## config.mk

```make
export PLATFORM = sky130hd
export DESIGN_NAME = mm2s_packetizer
export DESIGN_NICKNAME = d
export VERILOG_FILES = /design/src/rtl/mm2s_pkg.sv /design/src/rtl/mm2s_desc_check.sv /design/src/rtl/mm2s_keep_gen.sv /design/src/rtl/mm2s_lat_timer.sv /design/src/rtl/mm2s_packetizer.sv
export SDC_FILE = /design/constraint.sdc
export NUM_CORES = 1
export LEC_CHECK = 0
export ABC_AREA = 1
export BUFFER_PORTS_ARGS = -buffer_cell sky130_fd_sc_hd__buf_2
export CORE_AREA = 2 2 148 258
export DETAILED_ROUTE_END_ITERATION = 10
export DIE_AREA = 0 0 150 260
export PLACE_DENSITY = 0.7
export SETUP_SLACK_MARGIN = 0.1
export SYNTH_ARGS = -nofsm -noshare
export SYNTH_HDL_FRONTEND = slang
export SYNTH_SLANG_ARGS = --single-unit
```

## constraint.sdc

```tcl
create_clock -name clk -period 5.8 [get_ports clk]
set_input_delay 0.87 -clock clk [delete_from_list [all_inputs] [get_ports clk]]
set_output_delay 0.87 -clock clk [all_outputs]
set_load 0.02 [all_outputs]
```

## src/rtl/mm2s_pkg.sv

```systemverilog
package mm2s_pkg;
    localparam int CW_W    = 32;
    localparam int EOF_POS = 26;
    localparam int SOF_POS = 27;
    localparam int LEN_MAX = 26;

    typedef enum logic [2:0] {
        S_IDLE,
        S_CTRL,
        S_READ,
        S_WAIT,
        S_BEAT
    } mm2s_state_t;
endpackage

```

## src/rtl/mm2s_desc_check.sv

```systemverilog
module mm2s_desc_check
    import mm2s_pkg::*;
#(
    parameter int LEN_W = 26
) (
    input  logic [CW_W-1:0]  ctrl,
    input  logic             pkt_open,
    output logic [LEN_W-1:0] len,
    output logic             sof,
    output logic             eof,
    output logic             bad
);
    logic unused_ctrl;

    assign len = ctrl[LEN_W-1:0];
    assign sof = ctrl[SOF_POS];
    assign eof = ctrl[EOF_POS];
    assign unused_ctrl = ^ctrl;

    // zero length, opening inside a packet, continuing outside a packet
    assign bad = (len == '0) || (sof && pkt_open) || (!sof && !pkt_open);
endmodule

```

## src/rtl/mm2s_keep_gen.sv

```systemverilog
module mm2s_keep_gen #(
    parameter int BYTES = 4,
    parameter int LEN_W = 26
) (
    input  logic [LEN_W-1:0] rem,
    output logic [BYTES-1:0] keep,
    output logic             final_beat
);
    localparam logic [LEN_W-1:0] WORD_BYTES = LEN_W'(BYTES);

    for (genvar g = 0; g < BYTES; g++) begin : g_lane
        localparam logic [LEN_W-1:0] LANE = LEN_W'(g);
        assign keep[g] = (rem > LANE);
    end

    assign final_beat = (rem <= WORD_BYTES);
endmodule

```

## src/rtl/mm2s_lat_timer.sv

```systemverilog
module mm2s_lat_timer #(
    parameter int LAT = 2
) (
    input  logic clk,
    input  logic rst_n,
    input  logic start,
    output logic done
);
    localparam int CNT_W = $clog2(LAT + 1);
    localparam logic [CNT_W-1:0] LAT_C = CNT_W'(LAT);

    logic [CNT_W-1:0] cnt;
    logic             busy;

    assign done = busy && (cnt == LAT_C);

    always_ff @(posedge clk) begin
        if (!rst_n) begin
            cnt  <= '0;
            busy <= 1'b0;
        end else if (start) begin
            cnt  <= CNT_W'(1);
            busy <= 1'b1;
        end else if (done) begin
            busy <= 1'b0;
        end else if (busy) begin
            cnt <= cnt + CNT_W'(1);
        end
    end
endmodule

```

## src/rtl/mm2s_packetizer.sv

```systemverilog
module mm2s_packetizer
    import mm2s_pkg::*;
#(
    parameter int DATA_W    = 32,
    parameter int ADDR_W    = 32,
    parameter int LEN_W     = 26,
    parameter int MEM_LAT   = 2,
    parameter int APP_WORDS = 5,
    parameter bit CTRL_EN   = 1'b1
) (
    input  logic                    clk,
    input  logic                    rst_n,
    input  logic                    desc_valid,
    output logic                    desc_ready,
    input  logic [31:0]             desc_ctrl,
    input  logic [ADDR_W-1:0]       desc_addr,
    input  logic [32*APP_WORDS-1:0] desc_app,
    output logic                    mem_rd_en,
    output logic [ADDR_W-1:0]       mem_rd_addr,
    input  logic [DATA_W-1:0]       mem_rd_data,
    output logic                    m_valid,
    input  logic                    m_ready,
    output logic [DATA_W-1:0]       m_data,
    output logic [DATA_W/8-1:0]     m_keep,
    output logic                    m_last,
    output logic                    ctl_valid,
    input  logic                    ctl_ready,
    output logic [31:0]             ctl_data,
    output logic                    ctl_last,
    output logic                    frame_err
);
    localparam int BYTES = DATA_W / 8;
    localparam int IDX_W = (APP_WORDS > 1) ? $clog2(APP_WORDS) : 1;
    localparam logic [IDX_W-1:0]  LAST_IDX = IDX_W'(APP_WORDS - 1);
    localparam logic [LEN_W-1:0]  STEP_LEN = LEN_W'(BYTES);
    localparam logic [ADDR_W-1:0] STEP_ADR = ADDR_W'(BYTES);

    mm2s_state_t state, state_nxt;

    logic [LEN_W-1:0]  len_rem;
    logic [ADDR_W-1:0] addr_q;
    logic              eof_q;
    logic              pkt_open;
    logic              err_q;
    logic [IDX_W-1:0]  idx_q;
    logic [31:0]       app_q [APP_WORDS];
    logic [DATA_W-1:0] data_q;

    logic [LEN_W-1:0]  d_len;
    logic              d_sof, d_eof, d_bad;
    logic [BYTES-1:0]  keep_w;
    logic              final_w;
    logic              lat_done;
    logic              accept;

    mm2s_desc_check #(.LEN_W(LEN_W)) u_check (
        .ctrl     (desc_ctrl),
        .pkt_open (pkt_open),
        .len      (d_len),
        .sof      (d_sof),
        .eof      (d_eof),
        .bad      (d_bad)
    );

    mm2s_keep_gen #(.BYTES(BYTES), .LEN_W(LEN_W)) u_keep (
        .rem        (len_rem),
        .keep       (keep_w),
        .final_beat (final_w)
    );

    mm2s_lat_timer #(.LAT(MEM_LAT)) u_lat (
        .clk   (clk),
        .rst_n (rst_n),
        .start (state == S_READ),
        .done  (lat_done)
    );

    assign accept = desc_valid && desc_ready;

    // state register
    always_ff @(posedge clk) begin
        if (!rst_n) state <= S_IDLE;
        else        state <= state_nxt;
    end

    // transitions
    always_comb begin
        state_nxt = state;
        unique case (state)
            S_IDLE: if (desc_valid && !d_bad)
                        state_nxt = (CTRL_EN && d_sof) ? S_CTRL : S_READ;
            S_CTRL: if (ctl_ready && idx_q == LAST_IDX)
                        state_nxt = S_READ;
            S_READ: state_nxt = S_WAIT;
            S_WAIT: if (lat_done)
                        state_nxt = S_BEAT;
            S_BEAT: if (m_ready)
                        state_nxt = final_w ? S_IDLE : S_READ;
            default: state_nxt = S_IDLE;
        endcase
    end

    // outputs
    always_comb begin
        desc_ready  = (state == S_IDLE);
        ctl_valid   = (state == S_CTRL);
        ctl_data    = app_q[idx_q];
        ctl_last    = (idx_q == LAST_IDX);
        mem_rd_en   = (state == S_READ);
        mem_rd_addr = addr_q;
        m_valid     = (state == S_BEAT);
        m_data      = data_q;
        m_keep      = keep_w;
        m_last      = eof_q && final_w;
        frame_err   = err_q;
    end

    // datapath
    always_ff @(posedge clk) begin
        if (!rst_n) begin
            len_rem  <= '0;
            addr_q   <= '0;
            eof_q    <= 1'b0;
            pkt_open <= 1'b0;
            err_q    <= 1'b0;
            idx_q    <= '0;
            data_q   <= '0;
            for (int k = 0; k < APP_WORDS; k++) app_q[k] <= '0;
        end else begin
            if (accept) begin
                if (d_bad) begin
                    err_q <= 1'b1;
                end else begin
                    len_rem  <= d_len;
                    addr_q   <= desc_addr;
                    eof_q    <= d_eof;
                    pkt_open <= !d_eof;
                    idx_q    <= '0;
                    for (int k = 0; k < APP_WORDS; k++)
                        app_q[k] <= desc_app[k*32 +: 32];
                end
            end
            if (state == S_CTRL && ctl_ready && idx_q != LAST_IDX)
                idx_q <= idx_q + IDX_W'(1);
            if (state == S_WAIT && lat_done)
                data_q <= mem_rd_data;
            if (state == S_BEAT && m_ready && !final_w) begin
                len_rem <= len_rem - STEP_LEN;
                addr_q  <= addr_q + STEP_ADR;
            end
        end
    end
endmodule

```

==> key figures <==
Run status
  • Status: complete, no violations

Routing
  • Routed Antenna Nets: 0
  • Initial DRC Count: 513
  • DR vias: 12,300
  • Avg WL per Cell: 15.3 um
  • DRC: 0
  • DR pass1 iterations: 5
  • Via density: 4.79
  • Routed WL: 39,300 um

Power and ir drop
  • Reg power frac: 44.5%
  • Pint: 3.63 mW
  • Max IR drop VDD: 0.264 mV
  • Switching Share: 28.4%
  • Clock power share: 37.7%
  • Tot Pwr: 5.06 mW
  • Pleak: 8.28 nW
  • Switching power: 1.44 mW
  • Comb power frac: 17.8%
  • Power density cells: 306 nW/um^2

Timing
  • Period utilization: 63.3%
  • Setup tns final: 0 ns
  • Max Freq: 273 MHz
  • Final Hold Fails: 0
  • Final Hold Slack: 0.475 ns
  • Skew final: 0.0252 ns
  • Worst Tran Pin Value: 1.15 ns
  • Fin worst setup slack: 2.13 ns
  • Final min period: 3.67 ns
  • Setup violators final: 0
  • Slew Limit Headroom: 22.9%
  • Setup repair after global routing missed its margin: no
  • Fin. max-slew vios: 0

Die
  • Total die area: 39,000 um^2
  • Initial Util: 36.7%
  • CORE AREA: 36,800 um^2
  • Row cnt: 93
  • IO Pins: 368
  • Die Ht: 260 um
  • Die X: 150 um

Placed design
  • Gpl congestion: 0.908
  • Post-DP HPWL: 27,700 um
  • PortBufs: 363
  • DP Worst Slack: 2.13 ns
  • Post-DP Area: 15,600 um^2
  • Placed Cells: 2,517

Clocking
  • CTS root buf: clkbuf_16
  • Clk_lat worst skew: 0.56 ns
  • Clock sinks: 265
  • Clock slew at reported path FFs: 0.07 ns
  • Postcts setup bufs: 0
  • Post-cts resize count: 0
  • TritonCTS clock tree: done
  • Longest Clk Path Bufs: 3
  • Post-CTS Hold Fix Bufs: 0
  • CTS buffer count: 26
  • H-tree lvl count: 1

Setup path
  • Setup crit start kind: register
  • Buffers & Inverters on Critical Path: 4
  • Crit-path max cell delay: 0.44 ns
  • Signal arrival time at the worst endpoint: 2.80 ns
  • Slowest library cell on the worst path: inv_1
  • Most frequent CP cell: buf_4
  • Cell breakdown of the critical path: buf_4, inv_1, buf_4, nor2_1, o21ai_0, a31oi_1, buf_2
  • CP Capture Type: output pin
  • CP Data Required Time: 4.93 ns
  • Crit path max fanout: 33
  • Delay-heaviest family, CP: buffers and inverters
  • Setup CP Type: register to output pin

Logic synthesis
  • Simple-gate share of the synthesized area: 27.9%
  • Post-synth top area share: 35.6%
  • Asr flop ratio synth: 0%
  • Top post-synthesis cells by area: edfxtp_1 36%, dfxtp_1 16%, nor2_1 14%
  • Number of flops mapped to enable cells by yosys: 160
  • Sequential-to-total area share from yosys stat: 51.2%
  • Adder-cell share of the synthesized area: 0.557%
  • Yosys warns: 0
  • Post-Syn Instances: 1,749
  • Compound-Gate Fraction of Synth Area: 6.81%
  • Main synth FF type: edfxtp_1
  • Largest family of logic cells by synthesized area: simple AND/OR/NAND/NOR gates
  • XOR/XNOR share of the synthesized area: 2.66%
  • Syn Nets: 2,016
  • Yosys cell types: 41
  • FF+latch count, synth: 265
  • Mux share of post-synthesis cell area: 0%
  • Syn Area/Cell: 7.71 um^2
  • Largest area contributor in the netlist: edfxtp_1
  • Mapped Area: 13,500 um^2

Cells and area
  • Final Net Count: 2,337
  • Util after Layout: 45.0%
  • Commonest non-fill, non-tap cell in the layout: nor2_1
  • Final Instance Area: 16,500 um^2
  • Filler-free cell count of the finished design: 2,569
  • Layout area overhead: 22.7%
  • Most frequent cells in the layout: 504 x nor2_1, 363 x buf_2, 258 x inv_1
  • Share of layout cells above drive strength 1: 21.5%

GRT
  • Antenna violations before repair: 7
  • Gr usage total: 19.2%
  • Global-route wire length before repair: 59,500 um
  • Largest net degree at the start of global routing: 95
  • Vias in the first global route: 12,100
  • Congestion Overflow GR: 0

Worst hold path
  • Hold Crit Class: register to register

Flow run
  • Max cap viols: 0
[power by group through the flow]
stage / clock, mW / combinational (mW) / sequential (mW)
3_5_place_dp: 0 / 0.902 / 2.29
3_3_place_gp: 0 / 0.886 / 2.29
6_report: 1.91 / 0.900 / 2.25
2_1_floorplan: 0 / 0.579 / 2.32
5_1_grt: 2.02 / 1.01 / 2.27
4_1_cts: 1.96 / 0.907 / 2.25
[path summary, 6_finish.rpt]
kind | from | to | slack [ns] | cells past startpoint
max | register | ctl_data[7] | 2.13 | 7
min | m_data[29] | m_data[29] | 0.48 | 2
max reg2reg | state[0] | m_data[23] | 2.73 | 6
min reg2reg | m_data[29] | m_data[29] | 0.48 | 2
[metal layers]
| metal | wire (um) | GRT usage (%) | vias up |
|---|---|---|---|
| met4 | 1830 | 9.59 | 8 |
| met1 | 14300 | 19.9 | 5683 |
| met5 | 48 | 0 | - |
| met2 | 20900 | 36.4 | 365 |
| met3 | 2220 | 3.25 | 101 |
| li1 | - | - | 6136 |
[sequential cells by signal, indices dropped and copies added (netlist names), named ones only]
| signal | count |
|---|---|
| app_q | 160 |
| m_data | 32 |
| mem_rd_addr | 32 |
| len_rem | 26 |
| idx_q | 3 |
| state | 3 |
| u_lat.cnt | 2 |
| eof_q | 1 |
| frame_err | 1 |
| pkt_open | 1 |
| u_lat.busy | 1 |
[logic make-up after synthesis]
family / count (synthesis)
xor+xnor: 41
simple gates: 922
compound gates: 169
buf+inv: 346
flops: 265
fa+ha+maj: 6
[cell usage after synthesis (17+ instances only)]
cell type / n
nor2_1: 504
inv_1: 258
nand2_1: 253
edfxtp_1: 160
nand3_1: 122
dfxtp_1: 105
o21ai_0: 104
clkbuf_1: 34
a31oi_1: 33
xor2_1: 26
buf_4: 22
a21oi_1: 20
buf_2: 17
[worst reg2reg max path, cell delays in order, from the launching register on]
cell and delay, ns:
dfxtp_1 0.41, inv_1 0.11, nor3_2 0.23, nand3_1 0.83
inv_1 1.16, nor2_1 0.13, nor2_1 0.14
[area by class of cell]
class / instances / area [um^2]
antenna: 4 / 10.0
clock buffer: 27 / 654
clock inverter: 21 / 310
fill: 3702 / 20200
inverter: 263 / 987
multi-input combinational: 1138 / 5130
sequential: 265 / 6910
tap: 475 / 594
timing repair buffer: 376 / 1940
Power figures use the tool's default switching activity.
